<file path="src/rtl/microstep_indexer.sv">
module microstep_indexer (
  input  logic       clk,
  input  logic       rst_n,
  input  logic       step_in,
  input  logic       dir_cw,
  input  logic [2:0] mode,
  input  logic       angle_rst,
  output logic       a_neg,
  output logic [4:0] a_mag,
  output logic       b_neg,
  output logic [4:0] b_mag,
  output logic       drive_en,
  output logic       angle_mon
);
  localparam int unsigned IDX_W = 7;
  localparam int unsigned MAG_W = 5;
  localparam logic [IDX_W-1:0] HOME = IDX_W'(16);
  localparam logic [IDX_W-1:0] HALF_CYCLE = IDX_W'(64);
  localparam logic [IDX_W-1:0] QUARTER = IDX_W'(32);

  logic [IDX_W-1:0] idx;
  logic [2:0]       mode_q;
  logic             step_q;
  logic [2:0]       shift;
  logic [IDX_W-1:0] stride;
  logic             rise;
  logic             diag_full;
  logic [IDX_W-1:0] idx_a;

  function automatic logic [MAG_W-1:0] qsin(input logic [5:0] k);
    case (k)
      6'd0:  qsin = 5'd0;
      6'd1:  qsin = 5'd2;
      6'd2:  qsin = 5'd3;
      6'd3:  qsin = 5'd5;
      6'd4:  qsin = 5'd6;
      6'd5:  qsin = 5'd8;
      6'd6:  qsin = 5'd9;
      6'd7:  qsin = 5'd10;
      6'd8:  qsin = 5'd12;
      6'd9:  qsin = 5'd13;
      6'd10: qsin = 5'd15;
      6'd11: qsin = 5'd16;
      6'd12: qsin = 5'd17;
      6'd13: qsin = 5'd18;
      6'd14: qsin = 5'd20;
      6'd15: qsin = 5'd21;
      6'd16: qsin = 5'd22;
      6'd17: qsin = 5'd23;
      6'd18: qsin = 5'd24;
      6'd19: qsin = 5'd25;
      6'd20: qsin = 5'd26;
      6'd21: qsin = 5'd27;
      6'd22: qsin = 5'd27;
      6'd23: qsin = 5'd28;
      6'd24: qsin = 5'd29;
      6'd25: qsin = 5'd29;
      6'd26: qsin = 5'd30;
      6'd27: qsin = 5'd30;
      6'd28: qsin = 5'd30;
      default: qsin = 5'd31;
    endcase
  endfunction

  function automatic logic [MAG_W-1:0] fold_mag(input logic [IDX_W-1:0] i);
    logic [5:0] r;
    r = {1'b0, i[4:0]};
    fold_mag = i[5] ? qsin(6'd32 - r) : qsin(r);
  endfunction

  always_comb begin
    case (mode_q)
      3'b010, 3'b100: shift = 3'd1;
      3'b011:         shift = 3'd2;
      3'b101:         shift = 3'd3;
      3'b110:         shift = 3'd4;
      3'b111:         shift = 3'd5;
      default:        shift = 3'd0;
    endcase
  end

  assign stride    = QUARTER >> shift;
  assign rise      = step_in & ~step_q;
  assign diag_full = (mode_q == 3'b000) || (mode_q == 3'b001) || (mode_q == 3'b010);

  always_ff @(posedge clk or negedge rst_n) begin
    if (!rst_n) begin
      idx    <= HOME;
      mode_q <= 3'b000;
      step_q <= 1'b0;
    end else begin
      step_q <= step_in;
      if (angle_rst) begin
        idx    <= HOME;
        mode_q <= mode;
      end else if (rise) begin
        idx <= dir_cw ? idx + stride : idx - stride;
      end
    end
  end

  assign idx_a = idx + QUARTER;

  always_comb begin
    if (diag_full && idx[4:0] == 5'd16) begin
      a_mag = 5'd31;
      b_mag = 5'd31;
    end else begin
      a_mag = fold_mag(idx_a);
      b_mag = fold_mag(idx);
    end
  end

  assign b_neg     = idx > HALF_CYCLE;
  assign a_neg     = idx_a > HALF_CYCLE;
  assign drive_en  = (mode_q != 3'b000);
  assign angle_mon = ~angle_rst & (idx != HOME);
endmodule


</file>
<file path="config.mk">
export PLATFORM = sky130hd
export DESIGN_NAME = microstep_indexer
export DESIGN_NICKNAME = d
export VERILOG_FILES = /design/src/rtl/microstep_indexer.sv
export SDC_FILE = /design/constraint.sdc
export NUM_CORES = 1
export LEC_CHECK = 0
export BUFFER_PORTS_ARGS = -buffer_cell sky130_fd_sc_hd__buf_2
export CELL_PAD_IN_SITES_DETAIL_PLACEMENT = 1
export CELL_PAD_IN_SITES_GLOBAL_PLACEMENT = 2
export CORE_MARGIN = 2
export CORE_UTILIZATION = 37
export CTS_BUF_LIST = sky130_fd_sc_hd__clkbuf_8
export DETAILED_ROUTE_END_ITERATION = 10
export GPL_TIMING_DRIVEN = 1
export PLACE_DENSITY_LB_ADDON = 0.1
export SLEW_MARGIN = 0
export SYNTH_ARGS = -nofsm -noshare
export SYNTH_HDL_FRONTEND = slang
export SYNTH_SLANG_ARGS = --single-unit
</file>
<file path="constraint.sdc">
create_clock -name clk -period 8.8 [get_ports clk]
set_input_delay 1.76 -clock clk [delete_from_list [all_inputs] [get_ports clk]]
set_output_delay 1.76 -clock clk [all_outputs]
set_load 0.01 [all_outputs]
</file>
* After elaboration in Yosys (flattened, before gate mapping)
Memories as Yosys holds them, arrays and structs flattened. Cells that the tools add are included.
Cells by class: bitwise logic cells 4, reductions and logical operators 7, equality and inequality tests 9, multiplexer cells 10, add/sub/neg operators 5, shift-type cells 1, $lt $le $gt $ge 2
Operators by type and width (count):
- $mux 5 | 6
- $mux 7 | 3
- $pmux 3 s5 | 1
- $gt 7x7->1 const B | 2
- $eq 3x3->1 const B | 4
- $sub 6x5->6 const A | 2
- $add 7x6->7 const B | 1
- $add 7x7->7 | 1
- $ne 7x5->1 const B | 1
- $shr 6x3->7 const A | 1
- $sub 7x7->7 | 1
- $eq 3x2->1 const B | 2
- $eq 5x5->1 const B | 1
- $eq 3x1->1 const B | 1
- $logic_not 3->1 | 1
- $reduce_bool 3->1 | 1
- $and 1x1->1 | 2
- $logic_or 1x1->1 | 2
- $not 1->1 | 2
- $reduce_bool 2->1 | 1
- $reduce_or 2->1 | 1
- $logic_and 1x1->1 | 1
Storage, ports and cells: input bits 8, flip-flop bits (word level) 11, memories kept 4, memory bits (read-only) 640
Memory list:
- (no name shown) | words 32, bits a word 5, rd ports 1, clocked after memory_dff 0, write ports 0, RTL line 31 | case (k)
- (no name shown) | words 32, bits a word 5, rd ports 1, clocked after memory_dff 0, write ports 0, RTL line 31
- (no name shown) | words 32, bits a word 5, rd ports 1, clocked after memory_dff 0, write ports 0, RTL line 31
- (no name shown) | words 32, bits a word 5, rd ports 1, clocked after memory_dff 0, write ports 0, RTL line 31

* Depth between registers and ports, before layout
Gate-level depths: netlist of run 1.
depth after elaboration 8, depth in mapped cells 14, gate-level depth less buffers 13

* Worst setup path after synthesis of run 1
No wires, ideal clock.
path type reg2out, start point reg idx[1], end point out b_mag[0], cell stages (with the launch flop) 14, required time 7.040 ns, data arrival time 2.600 ns, setup slack 4.440 ns, cell sequence dfrtp_1 buf_2 inv_1 ha_1 inv_1 or3_1 inv_1 ha_1 clkbuf_1 a21oi_1 o21a_1 a211oi_1 nor2b_1 a21oi_1
Between the ends: word-level cells in the longest chain between the ends 5, elaborated cells between the ends (all ways) 8, classes of those cells 1 x add/sub; 1 x eq/ne; 3 x mux; 1 x reduce/logical; 2 x memory
RTL lines:
- from (decl) | RTL line 21 | logic [IDX_W-1:0] idx;
- from (signal assigned) | RTL line 97 | idx <= dir_cw ? idx + stride : idx - stride;
- $sub 6x5->6 | RTL line 68 | fold_mag = i[5] ? qsin(6'd32 - r) : qsin(r);
- $mem_v2 32x5
- $mux 5 | RTL line 31
- $mux 5 | RTL line 68
- $mux 5 * | RTL line 105 | if (diag_full && idx[4:0] == 5'd16) begin
- to (decl) | RTL line 11 | output logic [4:0] b_mag,
Mark *: on every way between the ends. The rest lies on a longest branch, timed or not.

* Final worst setup path of run 1
Ends and elaborated chain as after synthesis.

==> results.cfg, run 1 <==
[logic_synthesis]
ys_async_sr_fraction_pct = 100
ys_seq_area_share_pct = 17.0
synth_area_sq_um = 1620
synth.most_common_cell = nor2_1
avgSynthCellArea_sq_um = 7.42
syn_nets = 243
synth.largest_area_cell = dfrtp_1
synth_edf_count = 0
synth-seq-cells = 11
synth_cells = 219
synthTopCellsByCount = 23 x nor2_1, 22 x nand2_1, 20 x a21oi_1
yosysWarnings = 0
synthTopCellsByArea = dfrtp_1 15%, ha_1 12%, a21oi_1 6.2%, nor2_1 5.3%, nand2_1 5.1%
synthFlopType = dfrtp_1
yosys.cell_types.count = 43
synth_top_area_share_pct = 15.4

[grt]
grt_pass1_wl_um = 7920
grt_max_degree = 28
grt-ovfl-total = 0
antenna_found_initial = 0
grtUsageTotal_pct = 20.3
grt_use_met2_pct = 36.4
met1_usage_pct = 24.2
grt_pass1_vias = 1639
busiest_layer = met2
met3_usage_pct = 1.30

[clock_network]
clock-root-buffer = clkbuf_8
cts_max_path_buffers = 2
insertion_delay_ns = 0.25
cts.sinks = 11
cts_tree = done
postCtsSetupBuffers = 0
path_clk_slew_ns = 0.05
numCtsBuffers = 3
cts_max_level = 1
holdBufCountCts = 0
cts_resized = 0

[critical_path]
worstPathArrival_ns = 3.29
crit_path_frequent_cell = inv_1
cp_cell_sequence = inv_1 -> ha_1 -> inv_1 -> or3_1 -> inv_1 -> ha_1 -> nand3b_1 -> a21oi_1 -> a211oi_1 -> nor2b_1 -> a21oi_1 -> buf_2
critPathLaunchType = register
critical_path_required_ns = 7.04
max_stage_delay_ns = 0.55
worst_setup_path_end_kind = output pin
critical_path_class = register to output pin
path_max_fanout = 14
critPathSlowestCell = dfrtp_1

[timing]
slew_headroom_pct = 56.1
report.final.slew_viol_count = 0
skew_ns = 0.00227
hold_ws_ns = 0.637
fin_ws_ns = 3.75
setup_tns_ns = 0
hold_violations = 0
fmax_mhz = 198
post-route-period-util_pct = 57.4
rsz0062_at_grt = no
post-route-min-period_ns = 5.05
worstMarginPinSlew_ns = 0.659
setup_viol = 0

[floorplan]
fp-row-count = 24
start_util_pct = 37.8
io_pins = 22
die_w_um = 70.3
die_area_sq_um = 4940
core_area_sq_um = 4290
die_h_um = 70.3

[detailed_routing]
wl_um = 4630
vias_per_cell = 5.63
wire_per_inst_um = 16.5
drtIter0Drc = 64
route.detailed.drc = 0
ant_nets = 0
vias = 1576
detailedRoute.firstPassIterationCount = 4

[power_and_ir_drop]
powerDensity_nw_per_um2 = 146
p_leak_nw = 0.780
ir_worst_vdd_uv = 90.3
power_mw = 0.258

[cells_and_area]
fin_nets = 253
fin_area_sq_um = 1770
fill_cells = 558
syn_to_final_growth_pct = 8.78
final_layout_size_suffix_gt1_share_pct = 16.2
antenna_cells = 0

[placement]
numPortBuffers = 21
pre_cts_ws_ns = 4.07
hpwl_um = 3780
gp_congestion = 0.826
placed_cell_area_sq_um = 1720

[min_path]
hold_path_class = register to register

[flow_run]
cap_violations = 0

[outcome]
status = completed
-- cell usage in the layout, fill, tap and decap left out, drive strengths merged, types with 2 or more instances in the layout --
master   Yosys  final
clkbuf      11      3
or3          2      2
nor3         7      7
a211oi       4      4
nand2b       6      6
mux2i        7      7
mux2         7      7
xnor2        6      6
buf          6     22
inv         14     15
o22ai        2      2
nand3        4      4
a21oi       20     20
a2bb2oi      2      2
a32oi        2      2
nor2b        4      4
nor2        23     23
nand3b       3      3
a211o        3      3
xor2         4      4
nand2       22     22
o21ai       12     12
ha          15     15
a31oi        7      7
o211ai       3      3
dfrtp       10     10
-- cell type report --
type	instances	area, sq um	area share, %
inverters	14	52.6	2.97
clock buffers	3	41.3	2.34
clock inverters	1	3.75	0.212
well taps	52	65.1	3.68
flip-flops and latches	11	277	15.7
multi-input cells	177	1210	68.8
repair buffers	22	113	6.37
-- stage by stage --
step / utilization (%) / cells
floorplan: - / 219
global placement: 40.1 / 276
detailed placement: 40.1 / 276
CTS: 41.1 / 280
global route: 41.1 / 280
finish: 41.1 / 280
-- per-layer routing --
layer	up-vias	wire, um
met3	10	86
met2	26	2430
met4	0	108
met1	751	2010
li1	789	-
met5	-	0
-- state kept, by name, indices dropped and copies added, names as in the netlist --
signal / count
mode_q: 3
step_q: 1
idx: 7
-- worst max-delay path, delay by kind of cell, from the launching register on --
| kind | cells | cell delay, ns |
|---|---|---|
| flops | 1 | 0.55 |
| fa+ha+maj | 2 | 0.62 |
| compound gates | 3 | 0.47 |
| simple gates | 3 | 0.81 |
| buf+inv | 4 | 0.58 |
-- power by group --
group          leakage (nW)  internal, mW  switching (mW)
Clock                0.0269        0.0308          0.0212
Combinational         0.613        0.0602          0.0813
Sequential            0.140        0.0547         0.00982
-- cells by family after synthesis --
kind of cell | after synthesis | share of synthesized area, %
buffers and inverters | 31 | 8.17
adder cells (fa/ha/maj) | 16 | 12.8
XOR/XNOR | 10 | 5.86
AND/OR/NAND/NOR | 77 | 23.3
multiplexers | 15 | 10.6
AO/OA/AOI/OAI | 59 | 22.3
flip-flops | 11 | 17.0
-- path summary, 6_finish.rpt --
| kind | from | to | slack, ns | cells past startpoint |
|---|---|---|---|---|
| hold / removal | idx[6] | idx[6] | 0.64 | 2 |
| setup / recovery | idx[1] | b_mag[0] | 3.75 | 12 |
| max in group asynchronous | rst_n | idx[4] | 7.15 | 1 |
| setup reg to reg | mode_q[2] | idx[6] | 5.80 | 12 |
| hold reg to reg | idx[6] | idx[6] | 0.64 | 2 |
| min in group asynchronous | rst_n | mode_q[0] | 1.38 | 1 |
(Power assumes the default switching activity.)
==> run 2: changes to the inputs <==
--- a/config.mk
+++ b/config.mk
@@ -9,7 +9,7 @@
 export CELL_PAD_IN_SITES_DETAIL_PLACEMENT = 1
 export CELL_PAD_IN_SITES_GLOBAL_PLACEMENT = 2
 export CORE_MARGIN = 2
-export CORE_UTILIZATION = 37
+export CORE_UTILIZATION = 34
 export CTS_BUF_LIST = sky130_fd_sc_hd__clkbuf_8
 export DETAILED_ROUTE_END_ITERATION = 10
 export GPL_TIMING_DRIVEN = 1
==> constraint.sdc (replaced) <==
create_clock -name clk -period 4.89 [get_ports clk]
set_input_delay 0.978 -clock clk [delete_from_list [all_inputs] [get_ports clk]]
set_output_delay 0.978 -clock clk [all_outputs]
set_load 0.01 [all_outputs]
==> results.cfg, run 2 (synthesized netlist as in run 1, its figures left out) <==
[flow_run]
cap_violations = 0

[cells_and_area]
fin_area_sq_um = 1770
largest_reg_flops = 7
top_register = idx
layout_common_cells = 23 x nor2_1, 22 x nand2_1, 21 x buf_2
syn_to_final_growth_pct = 8.94
top_regs = idx (7), mode_q (3), step_q (1)
layout_commonest_cell = nor2_1
final_layout_size_suffix_gt1_share_pct = 16.2
fin_nets = 253
fill_cells = 595
antenna_cells = 0
fin_util_pct = 38.0

[clock_network]
clock-root-buffer = clkbuf_8
path_clk_slew_ns = 0.05
cts.sinks = 11
cts_resized = 0
cts_max_path_buffers = 2
numCtsBuffers = 3
postCtsSetupBuffers = 0
insertion_delay_ns = 0.24
cts_tree = done
cts_max_level = 1
holdBufCountCts = 0

[outcome]
status = completed

[timing]
rsz0062_at_grt = no
setup_viol = 0
fmax_mhz = 238
hold_ws_ns = 0.604
worstMarginPinSlew_ns = 0.675
hold_violations = 0
post-route-period-util_pct = 85.8
post-route-min-period_ns = 4.20
setup_tns_ns = 0
report.final.slew_viol_count = 0
skew_ns = 0.000828
slew_headroom_pct = 55.0

[floorplan]
die_w_um = 73.1
fp-row-count = 25
start_util_pct = 34.8
die_h_um = 73.1
io_pins = 22
die_area_sq_um = 5350
core_area_sq_um = 4660

[detailed_routing]
vias = 1576
wire_per_inst_um = 16.7
detailedRoute.firstPassIterationCount = 4
ant_nets = 0
vias_per_cell = 5.59
route.detailed.drc = 0
drtIter0Drc = 95
wl_um = 4710

[grt]
grt_pass1_wl_um = 8070
grt-ovfl-total = 0
grt_pass1_vias = 1622
antenna_found_initial = 0
grtUsageTotal_pct = 19.4
grt_max_degree = 28

[critical_path]
path_max_fanout = 14
critPathLaunchType = register
worstPathArrival_ns = 3.22
worst_setup_path_end_kind = output pin
worstSetupStartpoint = idx[1]
timing.rr.start = mode_q[2]
critical_path_required_ns = 3.91
critical_path_class = register to output pin

[power_and_ir_drop]
power_mw = 0.462
powerDensity_nw_per_um2 = 261
p_leak_nw = 0.780
ir_worst_vdd_uv = 85.9

[placement]
numPortBuffers = 21
placed_cell_area_sq_um = 1720
hpwl_um = 3720
gp_congestion = 0.854

[min_path]
hold_path_class = input pin to asynchronous set/reset pin
## run 2: cell counts in the layout (fill, tap and decap cells not counted)
Identical to the previous run, type by type.
## run 2: area by class of cell
type | instances | area (sq um) | area share (%)
Sequential cell | 11 | 277 | 15.6
Multi-Input combinational cell | 177 | 1210 | 68.7
Tap cell | 54 | 67.6 | 3.82
Inverter | 14 | 52.6 | 2.97
Timing Repair Buffer | 22 | 113 | 6.36
Clock buffer | 3 | 41.3 | 2.33
Clock inverter | 1 | 3.75 | 0.212
## run 2: per-stage QoR
step,cells,worst slack [ns]
6_report,282,0.693
4_1_cts,282,0.675
3_3_place_gp,278,1.15
2_1_floorplan,219,1.31
5_1_grt,282,0.398
3_5_place_dp,278,0.944
## run 2: per-layer routing
metal  vias up  track usage (%)  share of wire, %
met5         -                0                 0
met1       746             24.6                45
met2        26             33.4                50
li1        793                -                 -
met4         0             7.61               2.5
met3        11             1.93               2.5
## run 2: worst max-delay path: stages, from the launching register on
cell	delay, ns
dfrtp_1	0.65
inv_1	0.21
ha_1	0.28
inv_1	0.13
or3_1	0.16
inv_1	0.06
ha_1	0.51
and4b_1	0.25
a211oi_1	0.31
nor2b_1	0.18
a21oi_1	0.07
buf_2	0.14
## run 2: worst paths after layout
kind,to,slack [ns],depth (start not counted)
setup / recovery,b_mag[0],0.69,11
hold / removal,idx[1],0.60,1
max in group asynchronous,idx[4],4.02,1
hold reg to reg,idx[6],0.62,2
setup reg to reg,idx[6],1.91,12
min in group clk,idx[6],0.62,2
## run 2: where the power goes
| part | internal (mW) | switching [mW] |
|---|---|---|
| combinational | 0.109 | 0.148 |
| sequential | 0.0984 | 0.0180 |
| clock | 0.0552 | 0.0345 |
| total | 0.262 | 0.200 |
==> run 3: changes to the inputs <==
--- a/config.mk
+++ b/config.mk
@@ -8,11 +8,12 @@
 export BUFFER_PORTS_ARGS = -buffer_cell sky130_fd_sc_hd__buf_2
 export CELL_PAD_IN_SITES_DETAIL_PLACEMENT = 1
 export CELL_PAD_IN_SITES_GLOBAL_PLACEMENT = 2
+export CORE_ASPECT_RATIO = 0.6
 export CORE_MARGIN = 2
 export CORE_UTILIZATION = 34
 export CTS_BUF_LIST = sky130_fd_sc_hd__clkbuf_8
 export DETAILED_ROUTE_END_ITERATION = 10
-export GPL_TIMING_DRIVEN = 1
+export GPL_TIMING_DRIVEN = 0
 export PLACE_DENSITY_LB_ADDON = 0.1
 export SLEW_MARGIN = 0
 export SYNTH_ARGS = -nofsm -noshare
==> results.cfg, run 3 (synthesized netlist as in run 1, its figures left out) <==
[timing]
rsz0062_at_grt = no
report.final.slew_viol_count = 0
hold_violations = 0
skew_ns = 0.00145
post-route-min-period_ns = 4.50
setup_viol = 0
hold_ws_ns = 0.608
fmax_mhz = 222
slew_headroom_pct = 61.5
setup_tns_ns = 0
worstMarginPinSlew_ns = 0.578
post-route-period-util_pct = 92.0

[cells_and_area]
final_cells = 306
top_register = idx
layout_commonest_cell = buf_2
largest_reg_flops = 7
syn_to_final_growth_pct = 13.9
layout.area.seq_sq_um = 277
fin_nets = 268
final_layout_size_suffix_gt1_share_pct = 17.3
fill_cells = 592
multiInputGateArea_sq_um = 1210
antenna_cells = 0
top_regs = idx (7), mode_q (3), step_q (1)
layout_common_cells = 24 x buf_2, 23 x nor2_1, 22 x nand2_1

[power_and_ir_drop]
power_mw = 0.476
ir_worst_vdd_uv = 114
powerDensity_nw_per_um2 = 257
power.switching_mw = 0.209
seqPwrFrac_pct = 21.7
p_leak_nw = 0.819
p_int_mw = 0.267
p_comb_share_pct = 58.7
switching_share_pct = 43.9
power.clock.fraction_pct = 19.5

[min_path]
hold_path_class = input pin to asynchronous set/reset pin

[detailed_routing]
drtIter0Drc = 79
wire_per_inst_um = 16.0
vias_per_cell = 5.35
ant_nets = 0
wl_um = 4910
route.detailed.drc = 0
detailedRoute.firstPassIterationCount = 4
vias = 1636

[floorplan]
io_pins = 22
start_util_pct = 35.4
die_h_um = 57.5
die_area_sq_um = 5360
fp-row-count = 19
core_area_sq_um = 4590
die_w_um = 93.2

[critical_path]
max_stage_delay_ns = 0.45
worst_setup_path_end_kind = output pin
critical_path_required_ns = 3.91
critical_path_class = register to output pin
path_max_fanout = 10
worstPathArrival_ns = 3.52
rrSetupSlack_ns = 1.66
cp_cell_sequence = buf_2 -> inv_1 -> ha_1 -> inv_1 -> or3_1 -> inv_1 -> ha_1 -> clkbuf_2 -> a21oi_1 -> o21a_1 -> a211oi_1 -> nor2b_1 -> a21oi_1 -> buf_2
r2r-end = idx[6]
crit_path_frequent_cell = inv_1
reg2regPathDepth = 13
critPathLaunchType = register
critPathSlowestCell = dfrtp_1
timing.rr.start = mode_q[2]

[clock_network]
path_clk_slew_ns = 0.05
cts_max_level = 1
cts.sinks = 11
cts_max_path_buffers = 2
clock-root-buffer = clkbuf_8
holdBufCountCts = 0
insertion_delay_ns = 0.24
cts_tree = done
numCtsBuffers = 3

[flow_run]
cap_violations = 0

[outcome]
status = completed

[grt]
grt_pass1_wl_um = 8140
grtUsageTotal_pct = 19.4
grt_pass1_vias = 1559
grt_max_degree = 12
grt-ovfl-total = 0
antenna_found_initial = 0

[placement]
hpwl_um = 3960
dp_cells = 302
gp_congestion = 0.802
numPortBuffers = 20
-- run 3: changes by cell type in the layout (fill, tap and decap cells not counted) --
cell      delta
buf_2        +3
buf_6        +1
clkbuf_1    +10
clkbuf_2     +1
-- run 3: routing by layer --
layer	part of all wire [%]	vias to the layer above	global-route usage (%)
met5	0	-	0
met4	0.16	0	1.89
met3	4.7	2	4.23
met2	35	34	24.0
met1	61	779	33.6
li1	-	821	-
-- run 3: critical path: cells and delay by family (launching register included) --
family	cells	cell delay, ns
compound gates	4	0.71
fa+ha+maj	2	0.45
buf+inv	6	1.02
flops	1	0.45
simple gates	2	0.63
-- run 3: worst max-delay path by stage --
stage / cells after the start / to / from / slack [ns]
floorplan: 13 / b_mag[0] / idx[1] / 1.31
global placement: 14 / b_mag[0] / idx[1] / 0.52
detailed placement: 14 / b_mag[0] / idx[1] / 0.50
CTS: 14 / b_mag[0] / idx[1] / 0.23
global route: 14 / b_mag[0] / idx[1] / 0.16
finish: 14 / b_mag[0] / idx[1] / 0.39
-- run 3: repair_timing --
action	4_1_cts	5_1_grt
buffers inserted	0	0
setup endpoints to repair	0	1
gates resized for setup	0	2
-- run 3: metrics by stage --
step	util, %	cell area (sq um)	setup slack [ns]
after floorplan	-	1620	1.31
after global placement	39.3	1800	0.523
after detailed placement	39.3	1800	0.504
after CTS	40.3	1850	0.234
after global routing	40.3	1850	0.163
final	40.3	1850	0.393
-- run 3: power groups by stage --
| stage | combinational (mW) | sequential [mW] | clock, mW |
|---|---|---|---|
| floorplan | 0.195 | 0.104 | 0 |
| global placement | 0.274 | 0.105 | 0 |
| detailed placement | 0.277 | 0.105 | 0 |
| CTS | 0.279 | 0.103 | 0.0959 |
| global route | 0.311 | 0.104 | 0.102 |
| finish | 0.279 | 0.103 | 0.0930 |
-- run 3: final cells by class --
class                      count  area share, %
timing repair buffer          20           5.41
sequential                    11           15.0
clock buffer                   3           2.23
multi-input combinational    177           65.7
tap                           63           4.26
inverter                      14           2.84
clock inverter                 1          0.203
buffer                        17           4.40
